File: config.mk
export PLATFORM = sky130hd
export DESIGN_NAME = gpio_irq_ctrl
export DESIGN_NICKNAME = d
export VERILOG_FILES = /design/src/rtl/gpio_irq_pkg.sv /design/src/rtl/gpio_in_sync.sv /design/src/rtl/gpio_trig_detect.sv /design/src/rtl/gpio_bank.sv /design/src/rtl/gpio_irq_ctrl.sv
export SDC_FILE = /design/constraint.sdc
export NUM_CORES = 2
export LEC_CHECK = 0
export BUFFER_PORTS_ARGS = -buffer_cell sky130_fd_sc_hd__buf_2
export CAP_MARGIN = 10
export CORE_UTILIZATION = 57
export CTS_CLUSTER_DIAMETER = 30
export DETAILED_ROUTE_END_ITERATION = 12
export PLACE_DENSITY_LB_ADDON = 0.05
export SLEW_MARGIN = 20
export SYNTH_ARGS = -nofsm -noshare
export SYNTH_HDL_FRONTEND = slang
export SYNTH_SLANG_ARGS = --single-unit
File: constraint.sdc
create_clock -name clk -period 4.3 [get_ports clk]
set_clock_uncertainty 0.2 [all_clocks]
set_input_delay 0.43 -clock clk [delete_from_list [all_inputs] [get_ports clk]]
set_output_delay 0.43 -clock clk [all_outputs]
set_load 0.005 [all_outputs]
File: src/rtl/gpio_irq_pkg.sv
// Package: shared register selectors and window geometry for the GPIO
// interrupt controller. Assumes 32-bit registers on word-aligned addresses.
package gpio_irq_pkg;
    localparam int unsigned REG_W     = 32;
    localparam int unsigned WIN_SHIFT = 5;   // 32-byte window per bank

    typedef enum logic [2:0] {
        SEL_OE    = 3'd0,
        SEL_DATA  = 3'd1,
        SEL_MASK  = 3'd2,
        SEL_STAT  = 3'd3,
        SEL_RISE  = 3'd4,
        SEL_BOTH  = 3'd5,
        SEL_LVL   = 3'd6,
        SEL_WAKE  = 3'd7
    } reg_sel_e;
endpackage

File: src/rtl/gpio_in_sync.sv
// Module: gpio_in_sync
// Two-flop synchronizer followed by a history flop. It outputs the
// synchronized level and its value one cycle earlier, which the edge
// detector compares. Assumes the inputs are asynchronous to clk.
module gpio_in_sync #(
    parameter int unsigned W = 32
) (
    input  logic         clk,
    input  logic         rst_n,
    input  logic [W-1:0] raw_in,
    output logic [W-1:0] cur,
    output logic [W-1:0] prev
);
    logic [W-1:0] meta_q;

    // Purpose: capture, resolve and remember the pin levels.
    always_ff @(posedge clk) begin
        if (!rst_n) begin
            meta_q <= '0;
            cur    <= '0;
            prev   <= '0;
        end else begin
            meta_q <= raw_in;
            cur    <= meta_q;
            prev   <= cur;
        end
    end
endmodule

File: src/rtl/gpio_trig_detect.sv
// Module: gpio_trig_detect
// Purely combinational per-pin event decode. Both-edge takes precedence,
// then level, then edge select (1 = rising, 0 = falling). Pins at or
// above BANK_W are forced to never produce an event.
module gpio_trig_detect #(
    parameter int unsigned BANK_W = 32
) (
    input  logic [31:0] cur,
    input  logic [31:0] prev,
    input  logic [31:0] rise_sel,
    input  logic [31:0] both,
    input  logic [31:0] lvl,
    output logic [31:0] evt
);
    localparam logic [31:0] VALID_MASK =
        (BANK_W >= 32) ? 32'hFFFF_FFFF : ((32'd1 << BANK_W) - 32'd1);

    logic [31:0] rise_ev;
    logic [31:0] fall_ev;

    // Purpose: form raw edges and select the configured event per pin.
    always_comb begin
        rise_ev = cur & ~prev;
        fall_ev = ~cur & prev;
        evt = VALID_MASK & (
                  (both & (rise_ev | fall_ev))
                | (~both & lvl & cur)
                | (~both & ~lvl & rise_sel & rise_ev)
                | (~both & ~lvl & ~rise_sel & fall_ev));
    end
endmodule

File: src/rtl/gpio_bank.sv
// Module: gpio_bank
// One bank: configuration registers, sticky write-one-to-clear status,
// read mux and the bank's interrupt and wake requests. Assumes the top
// decodes the bank window and presents a register selector.
module gpio_bank
    import gpio_irq_pkg::*;
#(
    parameter int unsigned BANK_W = 32
) (
    input  logic        clk,
    input  logic        rst_n,
    input  logic        wr_en,
    input  reg_sel_e    sel,
    input  logic [31:0] wdata,
    output logic [31:0] rdata,
    input  logic [31:0] pin_raw,
    output logic [31:0] pin_out,
    output logic [31:0] pin_oe,
    output logic        irq_req,
    output logic        wake_req
);
    localparam logic [31:0] VALID_MASK =
        (BANK_W >= 32) ? 32'hFFFF_FFFF : ((32'd1 << BANK_W) - 32'd1);

    logic [31:0] oe_q, dout_q, mask_q, status_q, rise_q, both_q, lvl_q, wake_q;
    logic [31:0] cur, prev, evt, clr;

    gpio_in_sync #(.W(32)) sync_i (
        .clk    (clk),
        .rst_n  (rst_n),
        .raw_in (pin_raw),
        .cur    (cur),
        .prev   (prev)
    );

    gpio_trig_detect #(.BANK_W(BANK_W)) det_i (
        .cur      (cur),
        .prev     (prev),
        .rise_sel (rise_q),
        .both     (both_q),
        .lvl      (lvl_q),
        .evt      (evt)
    );

    // Purpose: write-one-to-clear pattern for the status register.
    assign clr = (wr_en && sel == SEL_STAT) ? wdata : 32'd0;

    // Purpose: configuration registers and sticky status (new events win).
    always_ff @(posedge clk) begin
        if (!rst_n) begin
            oe_q <= '0; dout_q <= '0; mask_q <= '0; status_q <= '0;
            rise_q <= '0; both_q <= '0; lvl_q <= '0; wake_q <= '0;
        end else begin
            status_q <= (status_q & ~clr) | evt;
            if (wr_en) begin
                case (sel)
                    SEL_OE:   oe_q   <= wdata;
                    SEL_DATA: dout_q <= wdata;
                    SEL_MASK: mask_q <= wdata;
                    SEL_RISE: rise_q <= wdata;
                    SEL_BOTH: both_q <= wdata;
                    SEL_LVL:  lvl_q  <= wdata;
                    SEL_WAKE: wake_q <= wdata;
                    default:  ;
                endcase
            end
        end
    end

    // Purpose: register read mux.
    always_comb begin
        case (sel)
            SEL_OE:   rdata = oe_q;
            SEL_DATA: rdata = cur;
            SEL_MASK: rdata = mask_q;
            SEL_STAT: rdata = status_q;
            SEL_RISE: rdata = rise_q;
            SEL_BOTH: rdata = both_q;
            SEL_LVL:  rdata = lvl_q;
            default:  rdata = wake_q;
        endcase
    end

    assign pin_out  = dout_q;
    assign pin_oe   = oe_q;
    assign irq_req  = |(status_q & mask_q);
    assign wake_req = |(status_q & mask_q & wake_q);


    unused_pins_quiet_chk: assert property (@(posedge clk) disable iff (!rst_n)
        (status_q & ~VALID_MASK) == 32'd0);


    status_sticky_chk: assert property (@(posedge clk) disable iff (!rst_n)
        !(wr_en && sel == SEL_STAT) |=> ((status_q & $past(status_q)) == $past(status_q)));
endmodule

File: src/rtl/gpio_irq_ctrl.sv
// Module: gpio_irq_ctrl (top)
// Decodes the byte address into a bank window and register, instantiates
// one gpio_bank per bank and merges the bank requests into the shared
// interrupt and the suspend-time wake line. Assumes word-aligned access.
module gpio_irq_ctrl
    import gpio_irq_pkg::*;
#(
    parameter int unsigned NUM_BANKS = 2,
    parameter int unsigned BANK_W    = 32,
    localparam int unsigned BIDX_W   = (NUM_BANKS > 1) ? $clog2(NUM_BANKS) : 1,
    localparam int unsigned ADDR_W   = WIN_SHIFT + BIDX_W,
    localparam int unsigned PIN_W    = NUM_BANKS * REG_W
) (
    input  logic              clk,
    input  logic              rst_n,
    input  logic              reg_we,
    input  logic [ADDR_W-1:0] reg_addr,
    input  logic [31:0]       reg_wdata,
    output logic [31:0]       reg_rdata,
    input  logic [PIN_W-1:0]  pins_in,
    output logic [PIN_W-1:0]  pins_out,
    output logic [PIN_W-1:0]  pins_oe,
    input  logic              suspend,
    output logic              irq,
    output logic              wake
);
    logic [BIDX_W-1:0]    bank_idx;
    reg_sel_e             sel;
    logic [31:0]          bank_rd [NUM_BANKS];
    logic [NUM_BANKS-1:0] bank_irq;
    logic [NUM_BANKS-1:0] bank_wake;
    logic                 unused_byte_lanes;

    assign bank_idx          = reg_addr[ADDR_W-1:WIN_SHIFT];
    assign sel               = reg_sel_e'(reg_addr[4:2]);
    assign unused_byte_lanes = ^reg_addr[1:0];

    for (genvar b = 0; b < NUM_BANKS; b++) begin : g_bank
        gpio_bank #(.BANK_W(BANK_W)) bank_i (
            .clk      (clk),
            .rst_n    (rst_n),
            .wr_en    (reg_we && bank_idx == BIDX_W'(b)),
            .sel      (sel),
            .wdata    (reg_wdata),
            .rdata    (bank_rd[b]),
            .pin_raw  (pins_in[b*REG_W +: REG_W]),
            .pin_out  (pins_out[b*REG_W +: REG_W]),
            .pin_oe   (pins_oe[b*REG_W +: REG_W]),
            .irq_req  (bank_irq[b]),
            .wake_req (bank_wake[b])
        );
    end

    // Purpose: select the addressed bank's read data; empty windows read 0.
    always_comb begin
        reg_rdata = 32'd0;
        for (int b = 0; b < NUM_BANKS; b++) begin
            if (bank_idx == BIDX_W'(b)) reg_rdata = bank_rd[b];
        end
    end

    assign irq  = !suspend && (|bank_irq);
    assign wake = suspend && (|bank_wake);


    irq_quiet_in_suspend_chk: assert property (@(posedge clk) disable iff (!rst_n)
        suspend |-> !irq);


    wake_only_in_suspend_chk: assert property (@(posedge clk) disable iff (!rst_n)
        !suspend |-> !wake);
endmodule

==> flow_summary.json <==
{
  "ys_types": 38,
  "cts_resized": 0,
  "dieHeight_um": 241,
  "holdCritPathClass": "in -> reg",
  "cts-buffers-inserted": 148,
  "rsz0062_at_grt": "false",
  "gp_congestion": 0.962,
  "worstHoldEndpoint": "g_bank[0].bank_i.both_q[2]$_SDFFE_PN0P_",
  "power_mw": 19.8,
  "finalSetupViolCount": 0,
  "h-tree-depth": 4,
  "rows": 87,
  "syn-cell-area_um2": 32700,
  "r2r-start": "g_bank[1].bank_i.sync_i.cur[31]$_SDFF_PN0_",
  "grt_pass1_vias": 28304,
  "max_slew_margin_pct": 27.6,
  "grt_max_degree": 148,
  "diodes": 0,
  "multiInputGateArea_um2": 16900,
  "clk_pin_slew_worst_paths_ns": 0.05,
  "initial_core_util_pct": 57.8,
  "gr-total-overflow": 0,
  "dpl-instance-area_um2": 34400,
  "antenna_left": 0,
  "postSynthAreaPerCell_um2": 8.57,
  "maxSlewViolCount": 0,
  "fmax_mhz": 276,
  "crit_path_cell_trace": "buf_6 -> buf_4 -> nor2b_1 -> a22oi_1 -> nor2_1 -> a21oi_1 -> o22ai_1 -> buf_2",
  "cts_tree": "done",
  "cts.sinks": 704,
  "final_cell_mix": "nand2_1 (970), dfxtp_1 (704), a21boi_0 (354)",
  "power_density_nw_per_um2": 488,
  "crit_fanout": 59,
  "ys_seq_area_share_pct": 43.2,
  "io_buffers": 265,
  "vias": 29557,
  "peakVddDrop_v": 0.000404,
  "slowest_stage": "nor2b_1",
  "yosys_warnings": 0,
  "num-fill-cells": 4190,
  "root_buffer": "clkbuf_16",
  "ys_ff_latch": 704,
  "nets": 4331,
  "status": "finished clean",
  "finalCritPeriodShare_pct": 84.2,
  "arrival_ns": 2.99,
  "required_ns": 3.67,
  "synth_nets": 4042,
  "hold_violations": 0,
  "firstDrtPassIters": 6,
  "io_pins": 268,
  "final_cell_area_um2": 40500,
  "min_from": "reg_wdata[2]",
  "remaining_drc_errors": 0,
  "leakagePower_nw": 15.4,
  "dpl.hpwl_um": 72400,
  "antenna_found_initial": 0,
  "syn_inst": 3808,
  "track_usage_pct": 38.0,
  "cp-end-kind": "primary output",
  "path_class": "in -> out",
  "wl_um": 112000,
  "maxCapViolCount": 0,
  "r2r-end": "g_bank[1].bank_i.status_q[31]$_SDFF_PN0_",
  "area_growth_syn_to_layout_pct": 24.2,
  "reg2reg_slack_ns": 2.50,
  "critPathLaunchType": "input pin",
  "grt_pass1_wl_um": 167000,
  "regArea_um2": 14100,
  "setup_slack_ns": 0.680,
  "dp_slack_ns": 0.854,
  "drtIter0Drc": 3145,
  "final_util_pct": 71.8,
  "die-area_um2": 58200,
  "post_drt_wl_per_cell_um": 22.4,
  "fin_setup_tns_ns": 0,
  "min_period_ns": 3.62,
  "ff2ff_path_depth": 7,
  "cts_buffer_depth": 3,
  "layout_commonest_cell": "nand2_1",
  "core_area_um2": 56500,
  "dieWidth_um": 241,
  "hold_depth": 3,
  "drive_above_1_share_pct": 16.6,
  "via_per_inst": 5.94,
  "worstMarginPinSlew_ns": 1.08,
  "cp_slowest_stage_delay_ns": 0.62,
  "clkLatencyLatePin_ns": 0.73
}
[registers in the layout, indices dropped and copies added, names as in the netlist]
name / count
g_bank.bank_i.both_q: 64
g_bank.bank_i.lvl_q: 64
g_bank.bank_i.mask_q: 64
g_bank.bank_i.pin_oe: 64
g_bank.bank_i.pin_out: 64
g_bank.bank_i.rise_q: 64
g_bank.bank_i.status_q: 64
g_bank.bank_i.sync_i.cur: 64
g_bank.bank_i.sync_i.meta_q: 64
g_bank.bank_i.sync_i.prev: 64
g_bank.bank_i.wake_q: 64
[layer usage]
layer / GRT usage, % / vias up / part of all wire, %
li1: - / 13635 / -
met1: 51.6 / 14130 / 43
met2: 56.1 / 1556 / 43
met3: 8.69 / 236 / 9.9
met4: 19.9 / 0 / 4.4
met5: 0 / - / 0
[per-stage QoR]
| step | hold slack [ns] | std cells |
|---|---|---|
| floorplan | 0.212 | 3808 |
| global placement | 0.216 | 4608 |
| detailed placement | 0.217 | 4608 |
| CTS | 0.00638 | 4978 |
| global route | 0.0506 | 4978 |
| finish | 0.0634 | 4978 |
[cell families after synthesis]
logic type               after synthesis  synth area share (%)
AND/OR/NAND/NOR                     1406                  18.4
AO/OA/AOI/OAI                        996                  22.0
flip-flops                           704                  43.2
buffers and inverters                414                  5.29
multiplexers                         160                  6.28
adder cells (fa/ha/maj)              128                  4.90
[how the worst max path moves through the flow]
stage                     start       endpoint  depth (start not counted)  slack (ns)
floorplan           reg_addr[2]  reg_rdata[10]                          8        2.10
global placement    reg_addr[2]  reg_rdata[17]                          8        0.91
detailed placement  reg_addr[2]  reg_rdata[17]                          8        0.85
CTS                 reg_addr[2]  reg_rdata[17]                          8        0.86
global route        reg_addr[2]  reg_rdata[17]                          8        0.65
finish              reg_addr[2]  reg_rdata[17]                          8        0.68
[area by class of cell]
| type | instances | area share (%) |
|---|---|---|
| clock inverter | 82 | 2.46 |
| timing repair buffer | 424 | 7.09 |
| sequential | 704 | 34.8 |
| multi-input combinational | 2690 | 41.7 |
| inverter | 129 | 1.19 |
| clock buffer | 193 | 10.4 |
| tap | 756 | 2.33 |
[repair_timing]
action	in CTS	in global routing
endpoints found under the hold margin	452	0
setup buffers	0	0
hold buffers	95	0
[report_power, final]
group          leakage [nW]  internal (mW)  switching (mW)
Sequential             5.72           6.70           0.165
Combinational          7.16          0.470           0.701
Clock                  2.54           7.95            3.79
Total                  15.4           15.1            4.65
[cells in the mapped netlist (all sizes together)]
master | n | area share, %
a22oi | 54 | 1.2
o211ai | 3 | 0.069
a21boi | 512 | 12
o21ai | 67 | 1.0
nand3 | 80 | 1.2
a21oi | 68 | 1.0
or2 | 2 | 0.038
o31ai | 2 | 0.046
nor2b | 3 | 0.057
a22o | 5 | 0.13
mux2i | 71 | 2.2
dfxtp | 704 | 43
nor4 | 5 | 0.096
nor3 | 5 | 0.14
a31oi | 29 | 0.56
o22ai | 35 | 0.67
nor2 | 114 | 1.3
mux4 | 30 | 2.1
nand2b | 5 | 0.096
nand2 | 971 | 11
and2 | 193 | 3.7
inv | 129 | 1.5
and2b | 2 | 0.046
o221ai | 57 | 1.5
a211oi | 64 | 1.5
buf | 111 | 1.8
clkbuf | 174 | 2.0
ha | 128 | 4.9
mux2 | 59 | 2.0
and3 | 3 | 0.057
o21a | 64 | 1.5
nand4 | 23 | 0.44
a221oi | 36 | 0.97
[worst max-delay path: cells and delay by family]
| family | cells | cell delay (ns) |
|---|---|---|
| AOI/OAI and AO/OA | 3 | 0.58 |
| and+or+nand+nor | 2 | 0.75 |
| buffers and inverters | 3 | 1.14 |
Power figures use the tool's default switching activity.
